===== config.mk =====
export PLATFORM = sky130hd
export DESIGN_NAME = audio_ctl_i2c
export DESIGN_NICKNAME = d
export VERILOG_FILES = /design/src/rtl/acs_pkg.sv /design/src/rtl/acs_line_sync.sv /design/src/rtl/acs_bus_engine.sv /design/src/rtl/acs_reg_bank.sv /design/src/rtl/audio_ctl_i2c.sv
export SDC_FILE = /design/constraint.sdc
export NUM_CORES = 1
export LEC_CHECK = 0
export CORE_MARGIN = 5
export CORE_UTILIZATION = 46
export DETAILED_ROUTE_END_ITERATION = 10
export DONT_BUFFER_PORTS = 1
export GPL_TIMING_DRIVEN = 0
export PLACE_DENSITY = 0.59
export SYNTH_ARGS = -nofsm -noshare
export SYNTH_HDL_FRONTEND = slang
export SYNTH_HIERARCHICAL = 1
export SYNTH_SLANG_ARGS = --single-unit

===== constraint.sdc =====
create_clock -name clk -period 4.1 [get_ports clk]
set_input_delay 0.205 -clock clk [delete_from_list [all_inputs] [get_ports clk]]
set_output_delay 0.205 -clock clk [all_outputs]
set_load 0.03 [all_outputs]

===== src/rtl/acs_pkg.sv =====
package acs_pkg;

   localparam int SUB_IDX_W  = 4;
   localparam int SUB_AI_BIT = 4;
   localparam int BYTE_W     = 8;
   localparam int DEF_NREG   = 10;

   // power-on values, register 0 in the low byte
   localparam logic [DEF_NREG*BYTE_W-1:0] DEF_RST_VALS = {
      8'h6E,   // 9 stereo decoder
      8'h78,   // 8 mute: direct mute on, window 11, detector reset
      8'h1E,   // 7 speaker RR
      8'h1E,   // 6 speaker RF
      8'h1E,   // 5 speaker LR
      8'h1E,   // 4 speaker LF
      8'hF7,   // 3 bass / treble
      8'hFF,   // 2 volume
      8'h0E,   // 1 loudness
      8'h40    // 0 input selector
   };

   typedef enum logic [3:0] {
      BS_IDLE,
      BS_ADDR,
      BS_AACK,
      BS_SUB,
      BS_SACK,
      BS_WDAT,
      BS_WACK,
      BS_RDAT,
      BS_RACK,
      BS_HOLD
   } bus_st_e;

   function automatic logic [BYTE_W-1:0] pack_status(input logic stereo,
                                                     input logic smute,
                                                     input logic zmute,
                                                     input logic pause_n);
      return {4'b0000, stereo, smute, zmute, pause_n};
   endfunction

endpackage


===== src/rtl/acs_line_sync.sv =====
module acs_line_sync #(
   parameter int STAGES = 2
) (
   input  logic clk,
   input  logic rst_n,
   input  logic scl_i,
   input  logic sda_i,
   output logic scl_s,
   output logic sda_s,
   output logic scl_rise,
   output logic scl_fall,
   output logic start_det,
   output logic stop_det
);

   if (STAGES < 2) begin : g_bad_stages
      $error("acs_line_sync: STAGES must be at least 2");
   end

   // one extra stage keeps the previous synchronised value
   logic [STAGES:0] scl_pipe;
   logic [STAGES:0] sda_pipe;
   logic            scl_q;
   logic            sda_q;

   always_ff @(posedge clk or negedge rst_n) begin
      if (!rst_n) begin
         scl_pipe <= '1;
         sda_pipe <= '1;
      end else begin
         scl_pipe <= {scl_pipe[STAGES-1:0], scl_i};
         sda_pipe <= {sda_pipe[STAGES-1:0], sda_i};
      end
   end

   assign scl_s = scl_pipe[STAGES-1];
   assign sda_s = sda_pipe[STAGES-1];
   assign scl_q = scl_pipe[STAGES];
   assign sda_q = sda_pipe[STAGES];

   assign scl_rise  =  scl_s & ~scl_q;
   assign scl_fall  = ~scl_s &  scl_q;
   assign start_det =  scl_s &  scl_q &  sda_q & ~sda_s;
   assign stop_det  =  scl_s &  scl_q & ~sda_q &  sda_s;

endmodule


===== src/rtl/acs_bus_engine.sv =====
module acs_bus_engine
   import acs_pkg::*;
#(
   parameter logic [6:0] DEV_ADDR = 7'b1000100
) (
   input  logic              clk,
   input  logic              rst_n,
   input  logic              sda_s,
   input  logic              scl_rise,
   input  logic              scl_fall,
   input  logic              start_det,
   input  logic              stop_det,
   input  logic [BYTE_W-1:0] status_byte,
   output logic              sda_oe,
   output logic              busy,
   output logic              sub_load,
   output logic              wr_stb,
   output logic [BYTE_W-1:0] rx_byte
);

   localparam int CNT_W = $clog2(BYTE_W) + 1;
   localparam logic [CNT_W-1:0] BYTE_END = CNT_W'(BYTE_W);

   bus_st_e           state;
   logic [CNT_W-1:0]  bit_cnt;
   logic [BYTE_W-1:0] shreg;
   logic [BYTE_W-1:0] txreg;
   logic              rd_mode;
   logic              m_ack;

   assign rx_byte = shreg;

   always_ff @(posedge clk or negedge rst_n) begin
      if (!rst_n) begin
         state    <= BS_IDLE;
         busy     <= 1'b0;
         bit_cnt  <= '0;
         shreg    <= '0;
         txreg    <= '0;
         rd_mode  <= 1'b0;
         m_ack    <= 1'b0;
         sda_oe   <= 1'b0;
         sub_load <= 1'b0;
         wr_stb   <= 1'b0;
      end else begin
         sub_load <= 1'b0;
         wr_stb   <= 1'b0;
         if (stop_det) begin
            state  <= BS_IDLE;
            busy   <= 1'b0;
            sda_oe <= 1'b0;
         end else if (start_det && !busy) begin
            state   <= BS_ADDR;
            busy    <= 1'b1;
            bit_cnt <= '0;
            sda_oe  <= 1'b0;
         end else begin
            unique case (state)
               BS_ADDR, BS_SUB, BS_WDAT: begin
                  if (scl_rise) begin
                     shreg   <= {shreg[BYTE_W-2:0], sda_s};
                     bit_cnt <= bit_cnt + 1'b1;
                  end else if (scl_fall && bit_cnt == BYTE_END) begin
                     bit_cnt <= '0;
                     if (state == BS_ADDR) begin
                        if (shreg[BYTE_W-1:1] == DEV_ADDR) begin
                           sda_oe  <= 1'b1;
                           rd_mode <= shreg[0];
                           state   <= BS_AACK;
                        end else begin
                           state <= BS_HOLD;
                        end
                     end else if (state == BS_SUB) begin
                        sda_oe   <= 1'b1;
                        sub_load <= 1'b1;
                        state    <= BS_SACK;
                     end else begin
                        sda_oe <= 1'b1;
                        wr_stb <= 1'b1;
                        state  <= BS_WACK;
                     end
                  end
               end
               BS_AACK: begin
                  if (scl_fall) begin
                     if (rd_mode) begin
                        txreg   <= status_byte;
                        sda_oe  <= ~status_byte[BYTE_W-1];
                        bit_cnt <= '0;
                        state   <= BS_RDAT;
                     end else begin
                        sda_oe <= 1'b0;
                        state  <= BS_SUB;
                     end
                  end
               end
               BS_SACK, BS_WACK: begin
                  if (scl_fall) begin
                     sda_oe <= 1'b0;
                     state  <= BS_WDAT;
                  end
               end
               BS_RDAT: begin
                  if (scl_rise) begin
                     bit_cnt <= bit_cnt + 1'b1;
                  end else if (scl_fall) begin
                     if (bit_cnt == BYTE_END) begin
                        sda_oe <= 1'b0;
                        state  <= BS_RACK;
                     end else begin
                        txreg  <= {txreg[BYTE_W-2:0], 1'b0};
                        sda_oe <= ~txreg[BYTE_W-2];
                     end
                  end
               end
               BS_RACK: begin
                  if (scl_rise) begin
                     m_ack <= ~sda_s;
                  end else if (scl_fall) begin
                     if (m_ack) begin
                        txreg   <= status_byte;
                        sda_oe  <= ~status_byte[BYTE_W-1];
                        bit_cnt <= '0;
                        state   <= BS_RDAT;
                     end else begin
                        state <= BS_HOLD;
                     end
                  end
               end
               default: begin
                  // idle, or parked until a STOP
               end
            endcase
         end
      end
   end

endmodule


===== src/rtl/acs_reg_bank.sv =====
module acs_reg_bank
   import acs_pkg::*;
#(
   parameter int                       NREG     = DEF_NREG,
   parameter int                       PTR_W    = SUB_IDX_W,
   parameter logic [NREG*BYTE_W-1:0]   RST_VALS = DEF_RST_VALS
) (
   input  logic                     clk,
   input  logic                     rst_n,
   input  logic                     sub_load,
   input  logic [PTR_W-1:0]         sub_idx,
   input  logic                     sub_ai,
   input  logic                     wr_stb,
   input  logic [BYTE_W-1:0]        wr_data,
   output logic [PTR_W-1:0]         ptr,
   output logic                     ai_en,
   output logic [NREG*BYTE_W-1:0]   regs_o
);

   if (NREG < 1 || NREG > (1 << PTR_W)) begin : g_bad_nreg
      $error("acs_reg_bank: NREG must fit the index field");
   end

   always_ff @(posedge clk or negedge rst_n) begin
      if (!rst_n) begin
         ptr   <= '0;
         ai_en <= 1'b0;
      end else if (sub_load) begin
         ptr   <= sub_idx;
         ai_en <= sub_ai;
      end else if (wr_stb && ai_en) begin
         ptr <= ptr + 1'b1;   // wraps at the index field width
      end
   end

   for (genvar i = 0; i < NREG; i++) begin : g_reg
      always_ff @(posedge clk or negedge rst_n) begin
         if (!rst_n) begin
            regs_o[i*BYTE_W +: BYTE_W] <= RST_VALS[i*BYTE_W +: BYTE_W];
         end else if (wr_stb && ptr == PTR_W'(i)) begin
            regs_o[i*BYTE_W +: BYTE_W] <= wr_data;
         end
      end
   end

endmodule


===== src/rtl/audio_ctl_i2c.sv =====
module audio_ctl_i2c
   import acs_pkg::*;
#(
   parameter int                      NREG        = DEF_NREG,
   parameter logic [6:0]              DEV_ADDR    = 7'b1000100,
   parameter int                      SYNC_STAGES = 2,
   parameter logic [NREG*BYTE_W-1:0]  RST_VALS    = DEF_RST_VALS
) (
   input  logic                    clk,
   input  logic                    rst_n,
   input  logic                    scl_i,
   input  logic                    sda_i,
   output logic                    sda_oe,
   input  logic                    st_stereo,
   input  logic                    st_soft_mute,
   input  logic                    st_zc_mute,
   input  logic                    st_pause_n,
   output logic [NREG*BYTE_W-1:0]  regs_o
);

   localparam int PTR_W = SUB_IDX_W;

   logic              scl_s;
   logic              sda_s;
   logic              scl_rise;
   logic              scl_fall;
   logic              start_det;
   logic              stop_det;
   logic              busy;
   logic              sub_load;
   logic              wr_stb;
   logic [BYTE_W-1:0] rx_byte;
   logic [BYTE_W-1:0] status_byte;
   logic [PTR_W-1:0]  ptr;
   logic              ai_en;

   assign status_byte = pack_status(st_stereo, st_soft_mute, st_zc_mute, st_pause_n);

   acs_line_sync #(
      .STAGES (SYNC_STAGES)
   ) u_sync (
      .clk       (clk),
      .rst_n     (rst_n),
      .scl_i     (scl_i),
      .sda_i     (sda_i),
      .scl_s     (scl_s),
      .sda_s     (sda_s),
      .scl_rise  (scl_rise),
      .scl_fall  (scl_fall),
      .start_det (start_det),
      .stop_det  (stop_det)
   );

   acs_bus_engine #(
      .DEV_ADDR (DEV_ADDR)
   ) u_engine (
      .clk         (clk),
      .rst_n       (rst_n),
      .sda_s       (sda_s),
      .scl_rise    (scl_rise),
      .scl_fall    (scl_fall),
      .start_det   (start_det),
      .stop_det    (stop_det),
      .status_byte (status_byte),
      .sda_oe      (sda_oe),
      .busy        (busy),
      .sub_load    (sub_load),
      .wr_stb      (wr_stb),
      .rx_byte     (rx_byte)
   );

   acs_reg_bank #(
      .NREG     (NREG),
      .PTR_W    (PTR_W),
      .RST_VALS (RST_VALS)
   ) u_bank (
      .clk      (clk),
      .rst_n    (rst_n),
      .sub_load (sub_load),
      .sub_idx  (rx_byte[PTR_W-1:0]),
      .sub_ai   (rx_byte[SUB_AI_BIT]),
      .wr_stb   (wr_stb),
      .wr_data  (rx_byte),
      .ptr      (ptr),
      .ai_en    (ai_en),
      .regs_o   (regs_o)
   );

endmodule


Yosys cells after proc, flatten, opt, wreduce, memory -nomap -nowiden
Cells that the tools add are included.
{"block": "classes", "n_addsub": 2, "eq_ne": 45, "muxes": 70, "n_bitwise": 15, "n_reduce_logical": 29}
{"cell": "two-way mux 4 bit", "n": 25}
{"cell": "two-way mux 7 bit", "n": 8}
{"cell": "== test 4 x 3 -> 1 bit, second input constant", "n": 8}
{"cell": "inequality test 4 x 2 -> 1 bit, second input constant", "n": 8}
{"cell": "two-way mux 1 bit", "n": 31}
{"cell": "AND reduction 11 bit", "n": 2}
{"cell": "case mux 7 bit (3 select lines)", "n": 1}
{"cell": "case mux 4 bit (5 select lines)", "n": 1}
{"cell": "== test 4 x 2 -> 1 bit, second input constant", "n": 4}
{"cell": "== test 4 bit, second input constant", "n": 4}
{"cell": "case mux 4 bit (4 select lines)", "n": 1}
{"cell": "logical AND 1 bit", "n": 13}
{"cell": "inequality test 3 x 1 -> 1 bit, second input constant", "n": 4}
{"cell": "inequality test 4 x 3 -> 1 bit, second input constant", "n": 3}
{"cell": "inequality test 2 x 1 -> 1 bit, second input constant", "n": 5}
{"cell": "AND reduction 10 bit", "n": 1}
{"cell": "AND reduction 9 bit", "n": 1}
{"cell": "adder 4 x 1 -> 4 bit, second input constant", "n": 2}
{"cell": "== test 4 x 1 -> 1 bit, second input constant", "n": 2}
{"cell": "NOT 1 bit", "n": 8}
{"cell": "AND reduction 4 bit", "n": 2}
{"cell": "bitwise AND 1 bit", "n": 7}
{"cell": "== test 7 bit, second input constant", "n": 1}
{"cell": "AND reduction 7 bit", "n": 1}
{"cell": "14 further kinds", "n": 18}
{"block": "totals", "reg_bits": 120, "word_cells": 185}

Longest topological paths before layout
Gate-level depths: netlist of run 1.
{"block": "logic_depth", "depth_word": 8, "depth_mapped": 8, "mapped_depth_nobuf": 7}

By module
Netlist of run 1, hierarchy kept.
{"module": "acs_reg_bank", "n_inst": 1, "cells_per_inst": 217, "area_each_um2": 3530.9, "seq_area_each_um2": 2182.1}
{"module": "acs_bus_engine", "n_inst": 1, "cells_per_inst": 176, "area_each_um2": 1824.2, "seq_area_each_um2": 725.7}
{"module": "acs_line_sync", "n_inst": 1, "cells_per_inst": 10, "area_each_um2": 190.2, "seq_area_each_um2": 157.7}
{"module": "audio_ctl_i2c", "n_inst": 1, "cells_per_inst": 1, "area_each_um2": 3.8, "seq_area_each_um2": 0.0}

Worst setup path after synthesis of run 1
No wires, ideal clock.
{"block": "synth_timing", "path_type": "register to register", "startpoint": "reg u_sync.sda_pipe[1]", "endpoint": "reg u_engine.bit_cnt[2]", "arrival_time_ns": 1.830, "t_required_ns": 4.013, "setup_slack_ns": 2.183, "stages_incl_launch_ff": 8, "n_path_buf": 1, "path_cell_list": "dfstp_2 and4b_1 nor2b_1 nor2_1 buf_2 nand4_1 or3b_1 o211ai_1"}
{"block": "synth_via", "elab_chain_cells": 5, "elab_cells_between_ends": 15}
{"element": "start: declaration", "line_no": "acs_line_sync.sv:22", "text": "logic [STAGES:0] sda_pipe;"}
{"element": "start signal: assignment", "line_no": "acs_line_sync.sv:32", "text": "sda_pipe <= {sda_pipe[STAGES-1:0], sda_i};"}
{"element": "NOT 1 bit (*)", "line_no": "acs_line_sync.sv:43", "text": "assign start_det = scl_s & scl_q & sda_q & ~sda_s;"}
{"element": "bitwise AND 1 bit (*)", "line_no": "acs_line_sync.sv:43"}
{"element": "named net start_det", "line_no": "audio_ctl_i2c.sv:27", "text": "logic start_det;"}
{"element": "logical AND 1 bit (*)", "line_no": "acs_bus_engine.sv:52", "text": "end else if (start_det && !busy) begin"}
{"element": "inequality test 4 x 2 -> 1 bit (no line) (tied with other cells)"}
{"element": "AND reduction 9 bit (no line)"}
{"element": "end signal: assignment", "line_no": "acs_bus_engine.sv:62", "text": "bit_cnt <= bit_cnt + 1'b1;"}
{"element": "end signal: assignment", "line_no": "acs_bus_engine.sv:105", "text": "bit_cnt <= bit_cnt + 1'b1;"}
{"element": "end: declaration", "line_no": "acs_bus_engine.sv:25", "text": "logic [CNT_W-1:0] bit_cnt;"}
Mark *: on every way through the listed nets, which the timed path passes. The rest lies on a longest branch.
A chain may end at the register's enable or synchronous reset.

Final worst setup path of run 1
{"block": "layout_timing", "startpoint": "reg u_sync.scl_pipe[2]", "endpoint": "reg u_engine.bit_cnt[0]"}
{"block": "layout_via", "elab_cells_between_ends": 23}
{"element": "start: declaration", "line_no": "acs_line_sync.sv:21", "text": "logic [STAGES:0] scl_pipe;"}
{"element": "start signal: assignment", "line_no": "acs_line_sync.sv:31", "text": "scl_pipe <= {scl_pipe[STAGES-1:0], scl_i};"}
{"element": "bitwise AND 1 bit (*)", "line_no": "acs_line_sync.sv:42", "text": "assign scl_fall = ~scl_s & scl_q;"}
{"element": "named net scl_fall", "line_no": "audio_ctl_i2c.sv:26", "text": "logic scl_fall;"}
{"element": "logical AND 1 bit", "line_no": "acs_bus_engine.sv:63", "text": "end else if (scl_fall && bit_cnt == BYTE_END) begin"}
{"element": "inequality test 4 x 2 -> 1 bit (no line)"}
{"element": "AND reduction 9 bit (no line) (*)"}
Marked as above.

==> results of run 1 <==
==> final cells by class <==
class	instances	area, µm²	share of cell area
Sequential cell	120	3065	0.4817
Multi-Input combinational cell	248	2306	0.3624
Clock buffer	28	506.7	0.07963
Tap cell	147	183.9	0.02890
Buffer	26	140.1	0.02202
Timing Repair Buffer	5	67.56	0.01062
Inverter	13	48.80	0.007668
Clock inverter	4	45.04	0.007078
==> cells by family (layout without fill, tap and decap cells) <==
group / Yosys count / in the layout / synth area share
compound gates: 39 / 39 / 0.04758
xor+xnor: 2 / 2 / 0.003157
fa+ha+maj: 6 / 6 / 0.01353
buf+inv: 39 / 76 / 0.03405
flops: 120 / 120 / 0.5524
mux: 109 / 109 / 0.2397
other cells: 1 / 4 / 0.0006758
simple gates: 88 / 88 / 0.1089
==> flip-flops by register name, summed over array words and instances, names as in the netlist <==
signal,count
u_engine/busy,1
u_sync/sda_pipe,3
u_engine/bit_cnt,4
u_bank/regs_o,80
u_engine/txreg,7
u_engine/wr_stb,1
u_bank/ptr,4
u_bank/ai_en,1
u_engine/sub_load,1
u_engine/sda_oe,1
u_engine/rd_mode,1
u_engine/state,4
u_sync/scl_pipe,3
u_engine/rx_byte,8
u_engine/m_ack,1
==> layer usage <==
metal / vias up / global-route usage / wire [µm]
met4: 0 / 0.06371 / 154
met2: 90 / 0.2701 / 5671
met3: 15 / 0.06550 / 778
met5: - / 0 / 0
li1: 1489 / - / -
met1: 1654 / 0.2181 / 5163
==> repair_timing <==
item / CTS / global route
setup buffers: 0 / 0
hold endpoints to repair: 123 / 0
hold buffers: 5 / 0
endpoints found under the setup margin: 0 / 0
==> path summary, 6_finish.rpt <==
path	from	endpoint	slack, ns	cells after the start
setup / recovery	u_sync/scl_pipe[2]$_DFF_PN1_	u_engine/bit_cnt[0]$_DFFE_PN0P_	1.87	6
hold / removal	st_zc_mute	u_engine/txreg[1]$_DFFE_PN0P_	0.06	3
setup reg to reg	u_sync/scl_pipe[2]$_DFF_PN1_	u_engine/bit_cnt[0]$_DFFE_PN0P_	1.87	6
hold reg to reg	u_sync/sda_pipe[0]$_DFF_PN1_	u_sync/sda_pipe[1]$_DFF_PN1_	0.35	0
max in group asynchronous	rst_n	u_engine/bit_cnt[1]$_DFFE_PN0P_	3.21	2
min in group asynchronous	rst_n	u_engine/state[3]$_DFFE_PN0P_	0.43	2
==> synth_stat cells, types with 2 or more instances <==
library cell | count | area, µm²
and2_1 | 3 | 18.77
a311o_1 | 2 | 20.02
o22ai_1 | 2 | 12.51
mux2_4 | 30 | 450.4
buf_2 | 4 | 20.02
buf_4 | 8 | 60.06
a31oi_1 | 5 | 31.28
buf_1 | 8 | 30.03
ha_1 | 6 | 75.07
dfstp_2 | 50 | 1314
nor2b_1 | 7 | 43.79
nand2b_1 | 4 | 25.02
o21ai_0 | 13 | 65.06
dfrtp_1 | 70 | 1752
mux2i_1 | 8 | 80.08
mux2_2 | 71 | 799.5
a21oi_1 | 3 | 15.01
nand2_1 | 16 | 60.06
nand4_1 | 2 | 12.51
nand3b_1 | 4 | 30.03
and4b_1 | 2 | 20.02
nor3_4 | 2 | 32.53
nor3_1 | 3 | 15.01
nand3_2 | 2 | 20.02
nand4b_1 | 2 | 17.52
nand3_1 | 7 | 35.03
o221ai_1 | 2 | 17.52
and3b_1 | 4 | 35.03
nand2_4 | 3 | 33.78
inv_1 | 13 | 48.80
nor2_1 | 10 | 37.54
clkbuf_1 | 5 | 18.77
==> power by group through the flow <==
stage	logic (W)	clock network (W)	registers, W
floorplan	0.000496	0	0.00136
global placement	0.000663	0	0.00139
detailed placement	0.000681	0	0.00139
CTS	0.000713	0.00142	0.00138
global route	0.000774	0.00148	0.00139
finish	0.000700	0.00137	0.00137
==> worst max-delay path: stages, from the launching register on <==
cell,delay (ns)
dfstp_2,0.53
nor2b_1,0.44
nor4bb_1,0.40
a311o_1,0.16
nand3_1,0.09
a21oi_1,0.34
mux2i_1,0.13
==> stage by stage <==
step / hold slack (ns) / util / instances
floorplan: -0.09059 / - / 407
global placement: -0.08469 / 0.4822 / 554
detailed placement: -0.08538 / 0.4822 / 554
CTS: 0.03652 / 0.5342 / 591
global route: 0.06878 / 0.5342 / 591
finish: 0.05907 / 0.5342 / 591
==> metrics.md, run 1 <==
| Metric | Value |
|---|---|
| Die Height | 119.8 µm |
| Clock Skew | about 0.008 ns |
| Placed instance area | between 5000 and 6000 µm² |
| Max-cap viol count | 0 |
| Sw Share | 0.2941 |
| Cell Int Power | 0.002434 W |
| Setup TNS | 0 ns |
| Fraction of registers with async set/reset | 1.000 |
| Site Rows | 40 |
| Final hold vios | 0 |
| Worst Path Class, Setup | reg -> reg |
| Htree depth | 4 |
| FMAX | between 400 and 500 MHz |
| Worst Tran Pin Value | 0.7021 ns |
| Crit-path max FO | 8 |
| Mapped Cells | between 400 and 500 |
| Avg Inst Size Synth | 13.74 µm² |
| Kind of end point of the critical path | flip-flop |
| Sequential share of the synthesized area | 0.5524 |
| Final Power | 0.003449 W |
| First-pass DRT Iterations | 4 |
| Outcome | complete, no violations |
| Slew Limit Fails | 0 |
| Routed vias/inst | 5.496 |
| Endpoints failing setup | 0 |
| Die X | 119.8 µm |
| Post-route DRC | 0 |
| Worst EP required | ~4.4 ns |
| Most frequent cells in the layout | 71 x mux2_2, 70 x dfrtp_1, 50 x dfstp_2 |
| Synth Flop Type | dfrtp_1 |
| Finished Cell Area | 6364 µm² |
| CTS root buf | clkbuf_16 |
| Layout fillers | 1,016 |
| Global-route wire length before repair | 18,820 µm |
| Vias in the first global route | 3,339 |
| Nets | 445 |
| WL final | 11,770 µm |
| Area of the core | 11,910 µm² |
| Via count | 3,248 |
| Netlist cell types | 65 |
| Static Leak | between 2 and 3 nW |
| Diodes inserted | 0 |
| Gr ovfl total | 0 |
| Final worst setup slack | 1.865 ns |
| Most common cell after layout, fill and taps aside | mux2_2 |
| Gate power share | 0.203 |
| Port Buffers | 0 |
| GR Util All Layers | 0.1724 |
| Proportion of layout cells with a drive suffix above 1 | 0.4685 |
| Placer Congestion | 0.8991 |
| Clock Power Share | 0.398 |
| Worst-path clk slew | 0.05 ns |
| Clock buffer depth | 2 |
| Relative slew slack | 0.5320 |
| Min-delay worst type | in -> reg |
| Dpl ws | 1.912 ns |
| Clock net sink count | 120 |
| Initial antenna violation count | 0 |
| Psw | 0.001014 W |
| Crit start category | flip-flop |
| #FFs+latches synth | between 100 and 150 |
| Die ar. | 14,360 µm² |
| Detailed-placement wirelength estimate | 7828 µm |
| Ys Warns | 6 |
| Initial Util | 0.4659 |
| Routed WL per cell | 19.91 µm |
| RSZ-0062 raised after global routing | false |
| PD cells | 541.9 nW/µm² |
| CTS tree | yes |
| WP data arrival | about 2.5 ns |
| Tcrit/Tclk final | 0.5450 |
| # IOs | 89 |
| Worst VDD drop | between 0.0003 and 0.0004 V |
| Period minus WS final | 2.235 ns |
| Clk_lat worst skew | just over 0.4 ns |
| Power share of the sequential group | 0.399 |
| P&R area growth vs syn | 14.68% |
| Total CTS buffers | 17 |
| Post-DRT Antenna Nets | 0 |
| EDFF count, synth | 0 |
| PostCTS Resize Cnt | 0 |
| Cell Area, Synth | 5549 µm² |
| Largest net degree at the start of global routing | approximately 120 |
| Initial DRC count | 206 |
Power figures use the tool's default switching activity.
==> inputs of run 2 (changes only) <==
- ABC_AREA: not set -> 1
- PLACE_DENSITY: 0.59 -> 0.61
- clock period: 4.1 -> 2 ns (I/O delays scaled with it)
==> run 2 against run 1 <==
The flow now finishes with violations (hold timing). Non-clock buffer count decreased by 13. Combinational power increased by 110%. Sequential cell count unchanged. Clock skew decreased by 0.0028 ns. Critical path type unchanged.
==> metrics.md, run 2 <==
| Metric | Value |
|---|---|
| Outcome | finished, violations left |
| Failing checks | hold timing |
| Htree depth | 4 (unchanged) |
| Crit-path cells | inv_1, ha_1, nand2_1, nor2_1, nand2_1, nand2_1, a21oi_1, nor2_2, nand2_2, nand2_1, nand2_1 |
| Yosys top cell area share | 0.3305 (+0.01483) |
| #FFs+latches synth | 120 (unchanged) |
| Most numerous cell in the Yosys netlist | nand2_1 |
| Endpoints failing setup | 0 (unchanged) |
| Post-CTS setup buffers | 0 (unchanged) |
| Diodes inserted | 0 (unchanged) |
| # hold bufs at CTS | 6 (+1) |
| First-pass DRT Iterations | 4 (unchanged) |
| Crit-path max FO | 5 (-3) |
| Total CTS buffers | 17 (unchanged) |
| Hold slack final | -0.6136 ns (-0.6727 ns) |
| Post-DRT Antenna Nets | 0 (unchanged) |
| Global-route wire length before repair | 19,870 µm (+5.6%) |
| Clock net sink count | 120 (unchanged) |
| Setup TNS | 0 ns (unchanged) |
| Placer Congestion | 0.9020 (+0.32%) |
| Most common cell after layout, fill and taps aside | nand2_1 |
| Cell Area, Synth | 5300 µm² (-4.5%) |
| Worst-path clk slew | 0.05 ns (about the same) |
| Ys Warns | 6 (unchanged) |
| Layout fillers | 1,026 (+0.98%) |
| Synth area leader | dfrtp_1 |
| Initial antenna violation count | 0 (unchanged) |
| Crit start category | flip-flop |
| Worst R2R End | u_engine/bit_cnt[1]$_DFFE_PN0P_ |
| Top post-synthesis cells by count | 192 x nand2_1, 70 x dfrtp_1, 64 x o21ai_0 |
| Nets | 615 (+38%) |
| EDFF count, synth | 0 (unchanged) |
| Static Leak | 2.857 nW (-2.0%) |
| Most frequent cells in the layout | 190 x nand2_1, 70 x dfrtp_1, 64 x o21ai_0 |
| Min-delay worst type | in -> async |
| Worst Tran Pin Value | 0.5166 ns (-0.1854 ns) |
| # IOs | 89 (unchanged) |
| Flop-to-flop setup slack | 0.21 ns (-1.65 ns) |
| Site Rows | 39 (-2.5%) |
| Synth top area cells | dfrtp_1 33%, dfstp_2 25%, nand2_1 14% |
| Max reg flops | 80 (unchanged) |
| Largest net degree at the start of global routing | 121 (unchanged) |
| Gr ovfl total | 0 (unchanged) |
| Final hold vios | 120 (+120) |
| Proportion of layout cells with a drive suffix above 1 | 0.2313 (-0.2372) |
| RSZ-0062 raised after global routing | false |
| Worst Path Class, Setup | reg -> reg |
| PD cells | 1218 nW/µm² (+120%) |
| Clk_lat worst skew | 0.41 ns (about the same) |
| Non-filler cells, final | 757 (+28%) |
| Netlist cell types | 32 (-51%) |
| FMAX | 559.1 MHz (+25%) |
| Kind of end point of the critical path | flip-flop |
| CP most frequent cell | nand2_1 |
| Vias in the first global route | 3,771 (+13%) |
| M1 wire length | 5158 µm (about the same) |
| WL final | 12,180 µm (+3.5%) |
| Area of the core | 11,370 µm² (-4.5%) |
| Clock buffer depth | 2 (unchanged) |
| Met3 wire len | 939 µm (+21%) |
| CTS tree | yes |
| CP delay by family, top | simple AND/OR/NAND/NOR gates |
| Detailed-placement wirelength estimate | 8263 µm (+5.5%) |
| Avg Inst Size Synth | 9.250 µm² (-33%) |
| Cell Count Post-Placement | 719 (+30%) |
| Die X | 117.3 µm (-2.1%) |
| Period minus WS final | 1.789 ns (-0.4459 ns) |
| FF/Latch Area | 3065 µm² (unchanged) |
| Worst Path Buf+Inv | 1 (+1) |
| Final Power | 0.007605 W (+120%) |
| Post-route DRC | 0 (unchanged) |
| CTS root buf | clkbuf_16 |
| P&R area growth vs syn | 17.78% |
| Die Height | 117.3 µm (-2.1%) |
| Via count | 3,934 (+21%) |
| Final core occ | 0.5490 (+0.01478) |
| Relative slew slack | 0.6552 (+0.1232) |
| Sequential share of the synthesized area | 0.5784 (+0.02595) |
| Reg-to-Reg Start | u_engine/bit_cnt[0]$_DFFE_PN0P_ |
| Max layer used | met4 |
| Reg with most FFs | u_bank/regs_o |
| WP data arrival | 2.08 ns (-0.42 ns) |
| Worst r2r path cells | 11 (+5) |
| GR Util All Layers | 0.1824 (+0.01009) |
| Crit-path max cell delay | 0.42 ns (-0.11 ns) |
| Synth Flop Type | dfrtp_1 |
| Initial DRC count | 252 (+22%) |
| Port Buffers | 0 (unchanged) |
| Tcrit/Tclk final | 0.8943 (+0.3493) |
| Slew Limit Fails | 0 (unchanged) |
| Mapped Cells | 573 (+42%) |
| Routed met2 length | 5854 µm (+3.2%) |
| Footprint of the multi-input gates | 1989 µm² (-14%) |
| Clock Skew | 0.005083 ns (-0.002805 ns) |
| Max-cap viol count | 0 (unchanged) |
| Routed WL per cell | 16.09 µm (-19%) |
| Routed vias/inst | 5.197 (-5.4%) |
| Initial Util | 0.4662 (about the same) |
| Die ar. | 13,770 µm² (-4.1%) |
| Worst VDD drop | 0.0006375 V (+62%) |
| Worst EP required | 2.30 ns (-2.07 ns) |
| Fraction of registers with async set/reset | 1.000 (unchanged) |
| Slowest CP cell | dfrtp_1 |
[run 2: cell type report]
cell class,count,share of cell area
Multi-Input combinational cell,399,0.3187
Sequential cell,120,0.4911
Clock buffer,25,0.08098
Buffer,12,0.02165
Clock inverter,7,0.02205
Inverter,45,0.02726
Timing Repair Buffer,6,0.009621
Tap cell,143,0.02866
[run 2: layer usage]
layer	up-vias	track usage
met5	-	0
met1	1888	0.2240
met2	119	0.2893
met4	0	0.06526
met3	20	0.07507
li1	1907	-
[run 2: logic make-up (layout without fill, tap and decap cells)]
logic type	count (synthesis)	after routing	synth area share
multiplexers	6	6	0.01133
adder cells (fa/ha/maj)	6	6	0.01416
XOR/XNOR	2	2	0.003306
AND/OR/NAND/NOR	275	275	0.2224
flip-flops	120	120	0.5784
AO/OA/AOI/OAI	106	106	0.1121
other	1	4	0.0007075
buffers and inverters	57	95	0.05760
[run 2: worst max-delay path by stage]
stage / start / end / slack (ns) / cells after the start
2_1_floorplan: u_sync/sda_pipe[1]$_DFF_PN1_ / u_engine/txreg[3]$_DFFE_PN0P_ / 0.30 / 10
3_3_place_gp: u_sync/scl_pipe[1]$_DFF_PN1_ / u_engine/state[1]$_DFFE_PN0P_ / 0.02 / 11
3_5_place_dp: u_sync/scl_pipe[1]$_DFF_PN1_ / u_engine/state[0]$_DFFE_PN0P_ / 0.02 / 9
4_1_cts: u_sync/scl_pipe[1]$_DFF_PN1_ / u_engine/state[0]$_DFFE_PN0P_ / 0.01 / 9
5_1_grt: u_engine/bit_cnt[0]$_DFFE_PN0P_ / u_engine/state[0]$_DFFE_PN0P_ / 0.05 / 11
6_report: u_engine/bit_cnt[0]$_DFFE_PN0P_ / u_engine/bit_cnt[1]$_DFFE_PN0P_ / 0.21 / 11
[run 2: metrics by stage]
stage	setup WS (ns)	area [µm²]
after global placement	0.02025	5490
after floorplan	0.3042	5311
final	0.2114	6242
after detailed placement	0.01875	5490
after CTS	0.01092	6193
after global routing	0.04595	6242
[run 2: repair_timing]
action                                 in CTS  in global routing
setup endpoints to repair                   0                 24
endpoints found under the hold margin     126                120
gates resized for setup                     0                 12
[run 2: report_power, final]
group | internal (W) | switching (W)
Combinational | 0.000458 | 0.00101
Sequential | 0.00265 | 0.000220
Clock | 0.00225 | 0.00103
Total | 0.00535 | 0.00226
==> inputs of run 3 (changes only) <==
- CAP_MARGIN: not set -> 5
- CORE_ASPECT_RATIO: not set -> 0.5
- SYNTH_HIERARCHICAL: 1 -> not set
==> run 3 against run 2 <==
The run still ends with hold timing left. Sequential share of layout area rose by 1.3 points. Cell area is 2.6% lower. Sequential power fell by 2%. Synthesized area fell by 1.4%. Clock-buffer cell count shrank 6. Critical path depth decreased by 2. Synthesized cell count up 2.8%. Cell count up 2.0%. Register-to-register slack better by 0.06 ns. Global-route usage grew 0.21 points. Sequential cell count unchanged. Highest routed layer unchanged. Largest power group unchanged. First-iteration DRC count rose by 14%.
==> metrics.md, run 3 <==
| Metric | Value |
|---|---|
| Slowest CP cell | dfstp_2 |
| Initial DRC count | 288 (+14%) |
| Final Power | 0.007717 W (+1.5%) |
| CP most frequent cell | nand2_1 |
| WL final | 12,250 µm (+0.58%) |
| WP data arrival | 2.03 ns (-0.05 ns) |
| Clk_lat worst skew | 0.42 ns (about the same) |
| Post-CTS setup buffers | 0 (unchanged) |
| # IOs | 89 (unchanged) |
| Most frequent cells in the layout | 203 x nand2_1, 102 x o21ai_0, 70 x dfrtp_1 |
| Hold slack final | -0.6109 ns (+0.002635 ns) |
| Reg-to-Reg Start | u_sync.scl_pipe[1]$_DFF_PN1_ |
| Vias in the first global route | 3,690 (-2.1%) |
| Slew Limit Fails | 0 (unchanged) |
| Crit-path max FO | 7 (+2) |
| Port Buffers | 0 (unchanged) |
| Die Height | 85.36 µm (-27%) |
| Reg with most FFs | u_bank.regs_o |
| Kind of end point of the critical path | flip-flop |
| PD cells | 1269 nW/µm² (+4.2%) |
| #FFs+latches synth | 120 (unchanged) |
| Synth area leader | dfrtp_1 |
| Diodes inserted | 0 (unchanged) |
| Syn_nets | between 600 and 700 |
| Die ar. | 13,720 µm² (-0.36%) |
| Via count | 3,937 (+0.076%) |
| Final hold vios | 120 (unchanged) |
| Grt met3 use | 0.06744 (-0.007629) |
| Sequential share of the synthesized area | 0.5867 (+0.008310) |
| Max-cap viol count | 0 (unchanged) |
| Avg Inst Size Synth | 8.871 µm² (-4.1%) |
| CTS tree | yes |
| Clock Skew | 0.01460 ns (+0.009512 ns) |
| Period minus WS final | 1.728 ns (-0.06076 ns) |
| Met1 usage | 0.2513 (+0.02731) |
| Most numerous cell in the Yosys netlist | nand2_1 |
| Worst R2R End | u_engine.state[1]$_DFFE_PN0P_ |
| FMAX | 578.7 MHz (+3.5%) |
| Nets | 628 (+2.1%) |
| Global-route wire length before repair | 19,660 µm (-1.1%) |
| Worst EP required | 2.30 ns (about the same) |
| Max reg flops | 80 (unchanged) |
| Endpoints failing setup | 0 (unchanged) |
| Ys Warns | 0 (-6) |
| Placer Congestion | 0.8434 (-6.5%) |
| # hold bufs at CTS | 6 (unchanged) |
| Routed WL per cell | 15.87 µm (-1.4%) |
| Largest net degree at the start of global routing | 121 (unchanged) |
| Gr busiest metal | met2 |
| Worst Tran Pin Value | 0.7010 ns (+0.1844 ns) |
| Post-DRT Antenna Nets | 0 (unchanged) |
| Synth Flop Type | dfrtp_1 |
| First-pass DRT Iterations | 4 (unchanged) |
| Worst VDD drop | 0.0006865 V (+7.7%) |
| PostCTS Resize Cnt | 0 (unchanged) |
| Yosys top cell area share | 0.3352 (+0.004749) |
| Outcome | finished, violations left |
| Crit-path cells | nand2_1, nor2_2, nor2_1, nand3_1, nand2_2, nor2_4, nand2_4, nand2_1, nand2_1 |
| Fraction of registers with async set/reset | 1.000 (unchanged) |
| Setup TNS | 0 ns (unchanged) |
| Synth top area cells | dfrtp_1 34%, dfstp_2 25%, nand2_1 15% |
| Worst-path clk slew | 0.06 ns (about the same) |
| Relative slew slack | 0.5327 (-0.1225) |
| Tcrit/Tclk final | 0.8639 (-0.03038) |
| Gr ovfl total | 0 (unchanged) |
| Mapped Cells | 589 (+2.8%) |
| Netlist cell types | 30 (-6.3%) |
| CTS root buf | clkbuf_16 |
| Initial antenna violation count | 0 (unchanged) |
| Failing checks | hold timing |
| Crit-path max cell delay | 0.56 ns (+0.14 ns) |
| Flop-to-flop setup slack | 0.27 ns (+0.06 ns) |
| P&R area growth vs syn | 16.36% |
| Htree depth | 4 (unchanged) |
| RSZ-0062 raised after global routing | false |
| Area of the core | 11,050 µm² (-2.8%) |
| Site Rows | 27 (-31%) |
| Die X | 160.7 µm (+37%) |
| Min-delay worst type | in -> async |
| Met2 Use GR | 0.2771 (-0.01211) |
| Cell Area, Synth | 5225 µm² (-1.4%) |
| Clock net sink count | 120 (unchanged) |
| Post-route DRC | 0 (unchanged) |
| Static Leak | 2.768 nW (-3.1%) |
| Top post-synthesis cells by count | 203 x nand2_1, 102 x o21ai_0, 70 x dfrtp_1 |
| Routed vias/inst | 5.100 (-1.9%) |
| Detailed-placement wirelength estimate | 8136 µm (-1.5%) |
| Proportion of layout cells with a drive suffix above 1 | 0.1770 (-0.05424) |
| Most common cell after layout, fill and taps aside | nand2_1 |
| Worst r2r path cells | 9 (-2) |
| Total CTS buffers | 17 (unchanged) |
| EDFF count, synth | 0 (unchanged) |
| Clock buffer depth | 2 (unchanged) |
| Worst Path Class, Setup | reg -> reg |
| Initial Util | 0.4730 (+0.006826) |
| GR Util All Layers | 0.1845 (+0.002094) |
| Crit start category | flip-flop |
-- run 3: critical path, delay by kind of cell, from the launching register on --
| family | cells | cell delay [ns] |
|---|---|---|
| flops | 1 | 0.56 |
| simple gates | 9 | 1.05 |
-- run 3: power by group --
group | internal [W] | switching, W
clock network | 0.00201 | 0.00114
logic | 0.000518 | 0.00124
registers | 0.00263 | 0.000174
-- run 3: kinds of logic (layout without fill, tap and decap cells) --
logic type | after synthesis | after routing | share of synthesized area
fa+ha+maj | 6 | 6 | 0.01437
flops | 120 | 120 | 0.5867
xor+xnor | 3 | 3 | 0.005030
simple gates | 286 | 286 | 0.2352
compound gates | 115 | 115 | 0.1154
buf+inv | 59 | 97 | 0.04334
-- run 3: worst max path at each step --
stage          cells after the start  slack, ns                          from                             to
6_report                           9       0.27  u_sync.scl_pipe[1]$_DFF_PN1_  u_engine.state[1]$_DFFE_PN0P_
2_1_floorplan                      9       0.48  u_sync.scl_pipe[1]$_DFF_PN1_    u_engine.sda_oe$_DFFE_PN0P_
5_1_grt                            9       0.09  u_sync.scl_pipe[2]$_DFF_PN1_  u_engine.txreg[3]$_DFFE_PN0P_
3_5_place_dp                       9       0.27  u_sync.scl_pipe[1]$_DFF_PN1_  u_engine.state[1]$_DFFE_PN0P_
4_1_cts                            9       0.26  u_sync.scl_pipe[1]$_DFF_PN1_  u_engine.state[1]$_DFFE_PN0P_
3_3_place_gp                       9       0.30  u_sync.scl_pipe[1]$_DFF_PN1_  u_engine.state[2]$_DFFE_PN0P_
-- run 3: per-stage QoR --
| stage | hold WS (ns) | util | instance area [µm²] | std cells | setup WS, ns |
|---|---|---|---|---|---|
| after floorplan | -0.1956 | - | 5225 | 589 | 0.4817 |
| after global placement | -0.1918 | 0.4894 | 5406 | 734 | 0.3008 |
| after detailed placement | -0.1918 | 0.4894 | 5406 | 734 | 0.2741 |
| after CTS | -0.6364 | 0.5503 | 6080 | 772 | 0.2570 |
| after global routing | -0.6416 | 0.5503 | 6080 | 772 | 0.09286 |
| final | -0.6109 | 0.5503 | 6080 | 772 | 0.2721 |
-- run 3: cell type report --
cell class	count	area, µm²
plain buffers	20	80.08
clock buffers	19	442.9
clock inverters	13	170.2
fillers	991	4967
inverters	39	146.4
multi-input cells	410	1933
flip-flops and latches	120	3065
well taps	145	181.4
repair buffers	6	60.06
-- run 3: layer usage --
layer	wire (µm)	vias to the layer above	share of wire
li1	-	1945	-
met4	131	0	0.011
met3	779	13	0.064
met1	5854	1876	0.48
met5	0	-	0
met2	5484	103	0.45
